`src/rtl/acc_alu_pkg.sv`:
```
// Package: shared operation codes for the accumulator ALU.
// Assumes a 4-bit operation code; codes not listed act as no-ops.
package acc_alu_pkg;

    typedef enum logic [3:0] {
        OPC_ADD   = 4'd0,
        OPC_ADC   = 4'd1,
        OPC_SUBC  = 4'd2,
        OPC_AND   = 4'd3,
        OPC_OR    = 4'd4,
        OPC_XOR   = 4'd5,
        OPC_IFEQ  = 4'd6,
        OPC_IFGT  = 4'd7,
        OPC_IFBNE = 4'd8,
        OPC_DRSZ  = 4'd9
    } alu_opc_e;

    localparam int OPC_W = 4;

    // True for the operations that only test and may request a skip.
    function automatic logic opc_is_test(input logic [OPC_W-1:0] opc);
        return (opc == OPC_IFEQ) || (opc == OPC_IFGT) ||
               (opc == OPC_IFBNE) || (opc == OPC_DRSZ);
    endfunction

    // True for the bitwise operations.
    function automatic logic opc_is_logic(input logic [OPC_W-1:0] opc);
        return (opc == OPC_AND) || (opc == OPC_OR) || (opc == OPC_XOR);
    endfunction

    // True for the operations that use the adder.
    function automatic logic opc_is_arith(input logic [OPC_W-1:0] opc);
        return (opc == OPC_ADD) || (opc == OPC_ADC) || (opc == OPC_SUBC);
    endfunction

endpackage

```
`src/rtl/alu_arith_unit.sv`:
```
// Module: slice-chained adder for add, add-with-carry and subtract-with-carry.
// It subtracts by inverting the operand and using the carry as not-borrow.
// Assumes DATA_W is a whole multiple of SLICE_W. The half-carry is the
// carry out of the first slice.
module alu_arith_unit #(
    parameter int DATA_W  = 8,
    parameter int SLICE_W = 4
) (
    input  logic              sub_en,
    input  logic              cin,
    input  logic [DATA_W-1:0] a_in,
    input  logic [DATA_W-1:0] b_in,
    output logic [DATA_W-1:0] sum_out,
    output logic              cout,
    output logic              hcout
);
    localparam int N_SLICE = DATA_W / SLICE_W;

    logic [DATA_W-1:0] b_eff;
    logic [N_SLICE:0]  chain;

    // Invert the operand for subtraction.
    always_comb begin
        b_eff = sub_en ? ~b_in : b_in;
    end

    assign chain[0] = cin;

    for (genvar g = 0; g < N_SLICE; g++) begin : g_slice
        logic [SLICE_W:0] part;
        // One slice of the ripple: its own sum and carry onward.
        always_comb begin
            part = {1'b0, a_in[g*SLICE_W +: SLICE_W]}
                 + {1'b0, b_eff[g*SLICE_W +: SLICE_W]}
                 + {{SLICE_W{1'b0}}, chain[g]};
        end
        assign sum_out[g*SLICE_W +: SLICE_W] = part[SLICE_W-1:0];
        assign chain[g+1] = part[SLICE_W];
    end

    assign cout  = chain[N_SLICE];
    assign hcout = chain[1];
endmodule

```
`src/rtl/alu_logic_unit.sv`:
```
// Module: bitwise AND, OR and XOR of accumulator and operand.
// Any operation code that is not a bitwise code returns zero;
// the top module ignores the result in that case.
module alu_logic_unit
    import acc_alu_pkg::*;
#(
    parameter int DATA_W = 8
) (
    input  logic [OPC_W-1:0]  opc,
    input  logic [DATA_W-1:0] a_in,
    input  logic [DATA_W-1:0] b_in,
    output logic [DATA_W-1:0] res_out
);
    // Choose the bitwise function.
    always_comb begin
        unique case (opc)
            OPC_AND: res_out = a_in & b_in;
            OPC_OR:  res_out = a_in | b_in;
            OPC_XOR: res_out = a_in ^ b_in;
            default: res_out = '0;
        endcase
    end
endmodule

```
`src/rtl/alu_skip_unit.sv`:
```
// Module: compare and decrement tests that produce the skip request.
// The nibble compare looks only at the low NIB_W bits of the operand.
// Assumes the caller masks skip for operations outside the tests.
module alu_skip_unit
    import acc_alu_pkg::*;
#(
    parameter int DATA_W = 8,
    parameter int NIB_W  = 4
) (
    input  logic [OPC_W-1:0]  opc,
    input  logic [DATA_W-1:0] a_in,
    input  logic [DATA_W-1:0] b_in,
    input  logic [NIB_W-1:0]  bnib,
    input  logic [DATA_W-1:0] reg_val,
    output logic [DATA_W-1:0] reg_dec,
    output logic              skip
);
    logic eq_full, gt_full, eq_nib, dec_zero;

    // Evaluate all test conditions in parallel.
    always_comb begin
        eq_full  = (a_in == b_in);
        gt_full  = (a_in > b_in);
        eq_nib   = (bnib == b_in[NIB_W-1:0]);
        reg_dec  = reg_val - {{(DATA_W-1){1'b0}}, 1'b1};
        dec_zero = (reg_dec == '0);
    end

    // Select the skip condition for the current test.
    always_comb begin
        unique case (opc)
            OPC_IFEQ:  skip = !eq_full;
            OPC_IFGT:  skip = !gt_full;
            OPC_IFBNE: skip = eq_nib;
            OPC_DRSZ:  skip = dec_zero;
            default:   skip = 1'b0;
        endcase
    end
endmodule

```
`src/rtl/acc_alu_skip.sv`:
```
// Module: top of the accumulator ALU. It decodes the operation, selects
// between the arithmetic, bitwise and test units, and registers every
// output once. Assumes inputs are stable around the rising edge.
// Reset is synchronous and active low and clears all outputs.
module acc_alu_skip
    import acc_alu_pkg::*;
#(
    parameter int DATA_W  = 8,
    parameter int NIB_W   = 4
) (
    input  logic              clk,
    input  logic              rst_n,
    input  logic [OPC_W-1:0]  op_code,
    input  logic [DATA_W-1:0] acc_in,
    input  logic [DATA_W-1:0] opnd_in,
    input  logic              carry_in,
    input  logic              hcarry_in,
    input  logic [NIB_W-1:0]  bnib_in,
    input  logic [DATA_W-1:0] reg_in,
    output logic [DATA_W-1:0] acc_out,
    output logic              carry_out,
    output logic              hcarry_out,
    output logic [DATA_W-1:0] reg_out,
    output logic              skip_out
);
    logic [DATA_W-1:0] ar_sum, lg_res, sk_dec;
    logic              ar_cout, ar_hcout, sk_skip;
    logic              ar_sub, ar_cin;
    logic [DATA_W-1:0] nx_acc, nx_reg;
    logic              nx_c, nx_hc, nx_skip;

    // Carry-in and subtract select for the adder.
    always_comb begin
        ar_sub = (op_code == OPC_SUBC);
        ar_cin = (op_code == OPC_ADD) ? 1'b0 : carry_in;
    end

    alu_arith_unit #(.DATA_W(DATA_W), .SLICE_W(NIB_W)) arith_i (
        .sub_en (ar_sub),
        .cin    (ar_cin),
        .a_in   (acc_in),
        .b_in   (opnd_in),
        .sum_out(ar_sum),
        .cout   (ar_cout),
        .hcout  (ar_hcout)
    );

    alu_logic_unit #(.DATA_W(DATA_W)) logic_i (
        .opc    (op_code),
        .a_in   (acc_in),
        .b_in   (opnd_in),
        .res_out(lg_res)
    );

    alu_skip_unit #(.DATA_W(DATA_W), .NIB_W(NIB_W)) skip_i (
        .opc    (op_code),
        .a_in   (acc_in),
        .b_in   (opnd_in),
        .bnib   (bnib_in),
        .reg_val(reg_in),
        .reg_dec(sk_dec),
        .skip   (sk_skip)
    );

    // Select the next value of every output from the unit results.
    always_comb begin
        nx_acc  = acc_in;
        nx_c    = carry_in;
        nx_hc   = hcarry_in;
        nx_reg  = reg_in;
        nx_skip = 1'b0;
        if (opc_is_arith(op_code)) begin
            nx_acc = ar_sum;
            if (op_code != OPC_ADD) begin
                nx_c  = ar_cout;
                nx_hc = ar_hcout;
            end
        end else if (opc_is_logic(op_code)) begin
            nx_acc = lg_res;
        end else if (opc_is_test(op_code)) begin
            nx_skip = sk_skip;
            if (op_code == OPC_DRSZ) begin
                nx_reg = sk_dec;
            end
        end
    end

    // Output register stage with synchronous reset.
    always_ff @(posedge clk) begin
        if (!rst_n) begin
            acc_out    <= '0;
            carry_out  <= 1'b0;
            hcarry_out <= 1'b0;
            reg_out    <= '0;
            skip_out   <= 1'b0;
        end else begin
            acc_out    <= nx_acc;
            carry_out  <= nx_c;
            hcarry_out <= nx_hc;
            reg_out    <= nx_reg;
            skip_out   <= nx_skip;
        end
    end
endmodule

```
`config.mk`:
```
export PLATFORM = sky130hd
export DESIGN_NAME = acc_alu_skip
export DESIGN_NICKNAME = d
export VERILOG_FILES = /design/src/rtl/acc_alu_pkg.sv /design/src/rtl/alu_arith_unit.sv /design/src/rtl/alu_logic_unit.sv /design/src/rtl/alu_skip_unit.sv /design/src/rtl/acc_alu_skip.sv
export SDC_FILE = /design/constraint.sdc
export NUM_CORES = 1
export LEC_CHECK = 0
export BUFFER_PORTS_ARGS = -buffer_cell sky130_fd_sc_hd__buf_4
export CORE_MARGIN = 5
export CORE_UTILIZATION = 45
export CTS_CLUSTER_DIAMETER = 150
export CTS_CLUSTER_SIZE = 40
export DETAILED_ROUTE_END_ITERATION = 10
export PLACE_DENSITY = 0.7
export REMOVE_ABC_BUFFERS = 1
export SYNTH_ARGS = -nofsm -noshare
export SYNTH_HDL_FRONTEND = slang
export SYNTH_SLANG_ARGS = --single-unit
```
`constraint.sdc`:
```
create_clock -name clk -period 11.4 [get_ports clk]
set_input_delay 2.28 -clock clk [delete_from_list [all_inputs] [get_ports clk]]
set_output_delay 2.28 -clock clk [all_outputs]
set_load 0.02 [all_outputs]
```
# Word-level counts from Yosys, hierarchy flattened
# Cells that the tools add are included.
totals:
  reg_bits: 19
  output_inout_bits: 19
  elab_cells: 55
classes:
  addsub: 5
  magnitude_cmp: 1
  eq_ne: 11
  n_mux: 14
  n_bitwise: 6
  n_reduce_logical: 13
ops:
  columns: ["cell", "count"]
  rows:
  - ["$mux 8", 7]
  - ["$pmux 8 s3", 1]
  - ["$eq 4x3->1 const B", 4]
  - ["$add 4x4->5", 2]
  - ["$add 5x1->5", 2]
  - ["$and 8x8->8", 1]
  - ["$eq 4x2->1 const B", 2]
  - ["$eq 4x4->1 const B", 2]
  - ["$eq 8x8->1", 1]
  - ["$gt 8x8->1", 1]
  - ["$logic_not 8->1", 1]
  - ["$not 8->8", 1]
  - ["$or 8x8->8", 1]
  - ["$sub 8x1->8 const B", 1]
  - ["$xor 8x8->8", 1]
  - ["$logic_or 1x1->1", 7]
  - ["$mux 1", 5]
  - ["$eq 4x1->1 const B", 1]
  - ["$eq 4x4->1", 1]
  - ["$logic_not 4->1", 1]
  - ["$pmux 1 s4", 1]
  - ["$reduce_bool 4->1", 1]
  - ["$reduce_or 4->1", 1]
  - ["$logic_not 1->1", 2]
  - ["$not 1->1", 2]

# Logic depth before layout (Yosys ltp)
logic_depth:
  word_depth: 7
  ltp_mapped: 16
  mapped_depth_nobuf: 13

# Hierarchy
# A second synthesis with hierarchy kept.
unflattened:
  cells_unflattened: 254
  area_unflattened_um2: 2222.1
modules_own_cells:
  columns: ["module", "instances", "cells_each", "area_each_um2", "seq_area_each_um2"]
  rows:
  - ["acc_alu_skip", 1, 85, 893.4, 380.4]
  - ["alu_logic_unit", 1, 60, 494.2, 0.0]
  - ["alu_skip_unit", 1, 69, 474.2, 0.0]
  - ["alu_arith_unit", 1, 40, 360.3, 0.0]

# Least setup slack after synthesis
# OpenSTA, ideal clock, no wires.
synth_timing:
  path_kind: "input to register"
  start: "in op_code[2]"
  end: "reg acc_out[5]"
  setup_time_ns: 0.115
  arrival_ns: 5.258
  required_ns: 11.285
  path_slack_ns: 6.027
  stages: 16
  cell_sequence: "buf_6 > buf_6 > nor4b_1 > buf_4 > xnor2_1 > fa_1 > fa_1 > inv_1 > a21o_1 > a21oi_1 > fa_1 > inv_1 > fa_1 > inv_1 > o22ai_1 > and2_1"
synth_between:
  elab_chain_len: 6
synth_rtl:
  columns: ["item", "line_no", "source"]
  rows:
  - ["start, declared", "acc_alu_skip.sv:13", "input logic [OPC_W-1:0] op_code,"]
  - ["$eq 4x2->1", "acc_alu_pkg.sv:33, acc_alu_skip.sv:34", null]
  - ["$mux 8", "alu_arith_unit.sv:24", "b_eff = sub_en ? ~b_in : b_in;"]
  - ["$add 4x4->5", "alu_arith_unit.sv:34", "+ {1'b0, b_eff[g*SLICE_W +: SLICE_W]}"]
  - ["$add 5x1->5 (2 in series)", "alu_arith_unit.sv:35", "+ {{SLICE_W{1'b0}}, chain[g]};"]
  - ["$mux 8 *", "acc_alu_skip.sv:72", "if (opc_is_arith(op_code)) begin"]
  - ["end signal, assigned", "acc_alu_skip.sv:97", "acc_out <= nx_acc;"]
  - ["end, declared", "acc_alu_skip.sv:20", "output logic [DATA_W-1:0] acc_out,"]
# Every way passes the cells marked *; elsewhere a longest branch is shown, timed or not.
# A chain may end at the register's enable or synchronous reset.

# Final worst setup path
layout_timing:
  start: "in op_code[0]"
  end: "reg acc_out[5]"
# Same word-level chain as after synthesis.

==> impl_metrics.ini <==
[outcome]
run_status = complete, no violations

[detailed_routing]
drt_wl_total_mm = 4.96
topRoutingLayerUsed = met4
detailedRoute.firstIterationViolations = 64
vias = 1871
antenna_left = 0
met3RoutedLength_um = 297
first_pass_iters = 4
wl_met1_mm = 2.44
avgViaCountPerCell = 5.45
wire_per_inst_um = 14.5
post-route-drc-count = 0
sum_of_met2_wire_segment_lengths_after_detailed_routing_mm = 2.16

[worst_setup_path]
worst_path_dominant_cell_family = adder cells
worst-endpoint-required_ns = 11.56
crit_type = input pin to flop
worst-path-buf-inv = 5
critical_path_data_arrival_time_ns = 5.38
critical_path.cell_chain = buf_4, nor4b_2, buf_4, xnor2_1, fa_1, fa_1, inv_1, a21o_1, a21oi_1, fa_1, inv_1, fa_1, inv_1, o22ai_1, and2_1
crit_path_top_delay_cell = sky130_fd_sc_hd__fa_1
worst-path-max-fanout = 19
worst_setup_start_kind = input pin
timing.critical_path.mode_cell = sky130_fd_sc_hd__fa_1
crit_cells = 15
crit_path_end_kind = flop
timing.critical_path.slowest_cell_delay_ns = 0.43

[global_routing]
gr-total-overflow = 0
wire_length_of_the_first_global_routing_pass_mm = 8.21
antenna_found_initial = 0
grt_max_degree = 22
first_global_vias = 1773
groute.usage.overall = 0.163

[synth]
syn_inst = 244
synth_area_per_cell_um2 = 8.76
synth-warning-count = 0
synth-seq-area-share = 0.178
synth_enable_flop_cells = 0
synthesis.area_mm2 = 0.00214
ys.flop_type = sky130_fd_sc_hd__dfxtp_1
synth_register_bits = 19
synth-async-reset-ratio = 0
unique_masters_post_synth = 49

[layout]
filler_cell_count = 446
design.final.nets = 362
post_layout_nonfiller_instances = 343
final_common_cell = sky130_fd_sc_hd__buf_4
antennaDiodeCount = 0
syn2layout_area_growth_pct = 20.3
most-common-layout-cells = 55 x sky130_fd_sc_hd__buf_4, 32 x sky130_fd_sc_hd__ha_1, 25 x sky130_fd_sc_hd__inv_1
final_layout_size_suffix_gt1_frac = 0.249
post-route-cell-area_mm2 = 0.00257

[run]
drv.max_cap_violation_count = 0

[timing]
rsz0062_at_grt = false
worst_slew_pin_slew_ns = 0.542
final.setup.tns_ns = 0
slew_viol_final = 0
max_slew_margin = 0.639
setup_ws_ns = 6.18
achievable_freq_mhz = 192
report.final.setup_viol = 0
layout_worst_path_cycle_share = 0.458
timing_hold_violations_final = 0
final.min_clock_period_ns = 5.22
hold-worst-slack_ns = 2.26

[worst_hold_path]
end_point_of_the_worst_hold_path = hcarry_out
min-delay-path-class = input pin to flop
holdCritStartpoint = hcarry_in
whs_path_depth = 2

[floorplan]
floorplan.initialDensity = 0.459
row_count = 25
core-area_mm2 = 0.00466
fp.dieArea_mm2 = 0.00623
ios = 55
die_ht_um = 78.9
die-width_um = 78.9

[place]
postPlaceCellArea_mm2 = 0.00253
port-buffer-count = 54
gp_congestion = 0.827
pre_cts_slack_ns = 5.90
hpwlAfterDp_mm = 3.89
place_inst = 339

[power_and_ir_drop]
p_sw_frac = 0.344
power_report.internal_total_uw = 135
worst_ir_drop_vdd_mv = 0.0339
power_leakage_nw = 1.18
net-switching-power_uw = 70.9
power.density_cell_area_mw_per_mm2 = 80.2
power_frac_comb = 0.414
clock_group_share_of_total_power = 0.235
p_seq_frac = 0.351

[clock_network]
cts_post_setup_buffers_inserted = 0
clkSinkCount = 19
cts_hold_repair.buffers = 0
post_cts.resized_instances = 0
clkSlewWorstSetupHoldPaths_ns = 0.07
root_buffer_cell = sky130_fd_sc_hd__clkbuf_8
cts.path.max_buffers = 2
clock_tree_from_tritoncts = yes
cts_buffers = 3
htree_num_levels = 1
## synth_stat cells (2+ instances only)
library cell	number	area share
sky130_fd_sc_hd__o21ai_0	16	0.037
sky130_fd_sc_hd__nor2_1	6	0.011
sky130_fd_sc_hd__buf_6	4	0.021
sky130_fd_sc_hd__fa_1	4	0.037
sky130_fd_sc_hd__xnor2_1	14	0.057
sky130_fd_sc_hd__a21oi_1	6	0.014
sky130_fd_sc_hd__o32ai_1	2	0.0082
sky130_fd_sc_hd__nor4b_1	2	0.0082
sky130_fd_sc_hd__o22ai_1	5	0.015
sky130_fd_sc_hd__o21ai_1	2	0.0047
sky130_fd_sc_hd__dfxtp_1	19	0.18
sky130_fd_sc_hd__and2_1	13	0.038
sky130_fd_sc_hd__buf_4	2	0.0070
sky130_fd_sc_hd__o21a_1	4	0.014
sky130_fd_sc_hd__nor4_1	4	0.012
sky130_fd_sc_hd__xor2_1	8	0.033
sky130_fd_sc_hd__ha_1	32	0.19
sky130_fd_sc_hd__nor3_1	5	0.012
sky130_fd_sc_hd__nor3b_1	9	0.032
sky130_fd_sc_hd__a211o_1	2	0.0082
sky130_fd_sc_hd__nand2_1	18	0.032
sky130_fd_sc_hd__a221oi_2	8	0.056
sky130_fd_sc_hd__nor2b_1	2	0.0059
sky130_fd_sc_hd__buf_2	6	0.014
sky130_fd_sc_hd__clkbuf_1	2	0.0035
sky130_fd_sc_hd__a21o_1	2	0.0070
sky130_fd_sc_hd__inv_1	25	0.044
## power groups by stage
stage               logic [mW]  clock network [mW]  registers [mW]
detailed placement      0.0853                   0          0.0739
finish                  0.0853              0.0484          0.0723
CTS                     0.0857              0.0493          0.0724
global placement        0.0845                   0          0.0739
global route            0.0955              0.0532          0.0730
floorplan               0.0434                   0          0.0803
## area by class of cell
class,count,area (µm²),share of cell area
clock buffers,4,45.0,0.0175
flip-flops and latches,19,380,0.148
repair buffers,55,413,0.161
multi-input cells,186,1570,0.611
inverters,25,93.8,0.0365
well taps,54,67.6,0.0263
## per-stage QoR
stage                     power, mW  utilization
after CTS                     0.207        0.552
after global placement        0.158        0.542
after detailed placement      0.159        0.542
final                         0.206        0.552
after floorplan               0.124            -
after global routing          0.222        0.552
## worst max-delay path by stage
stage,start,end,slack [ns]
2_1_floorplan,op_code[0],acc_out[5],5.28
3_3_place_gp,op_code[0],acc_out[5],5.98
3_5_place_dp,op_code[0],acc_out[5],5.90
4_1_cts,op_code[0],acc_out[5],6.18
5_1_grt,op_code[0],acc_out[5],5.99
6_report,op_code[0],acc_out[5],6.18
## cell families (layout without fill, tap and decap cells)
kind of cell / after synthesis / after routing / share of synthesized area
AO/OA/AOI/OAI: 56 / 56 / 0.201
XOR/XNOR: 22 / 22 / 0.0902
adder cells (fa/ha/maj): 36 / 36 / 0.225
buffers and inverters: 39 / 84 / 0.0896
flip-flops: 19 / 19 / 0.178
AND/OR/NAND/NOR: 72 / 72 / 0.217
## registers in the layout (all words and copies together) (netlist names)
register and flops:
acc_out 8, skip_out 1, hcarry_out 1, carry_out 1, reg_out 8
## routing by layer
layer | GRT usage | up-vias
met5 | 0 | -
met3 | 0.0329 | 7
met4 | 0.0447 | 0
met2 | 0.259 | 54
met1 | 0.226 | 869
li1 | - | 941
(Power assumes the default switching activity.)
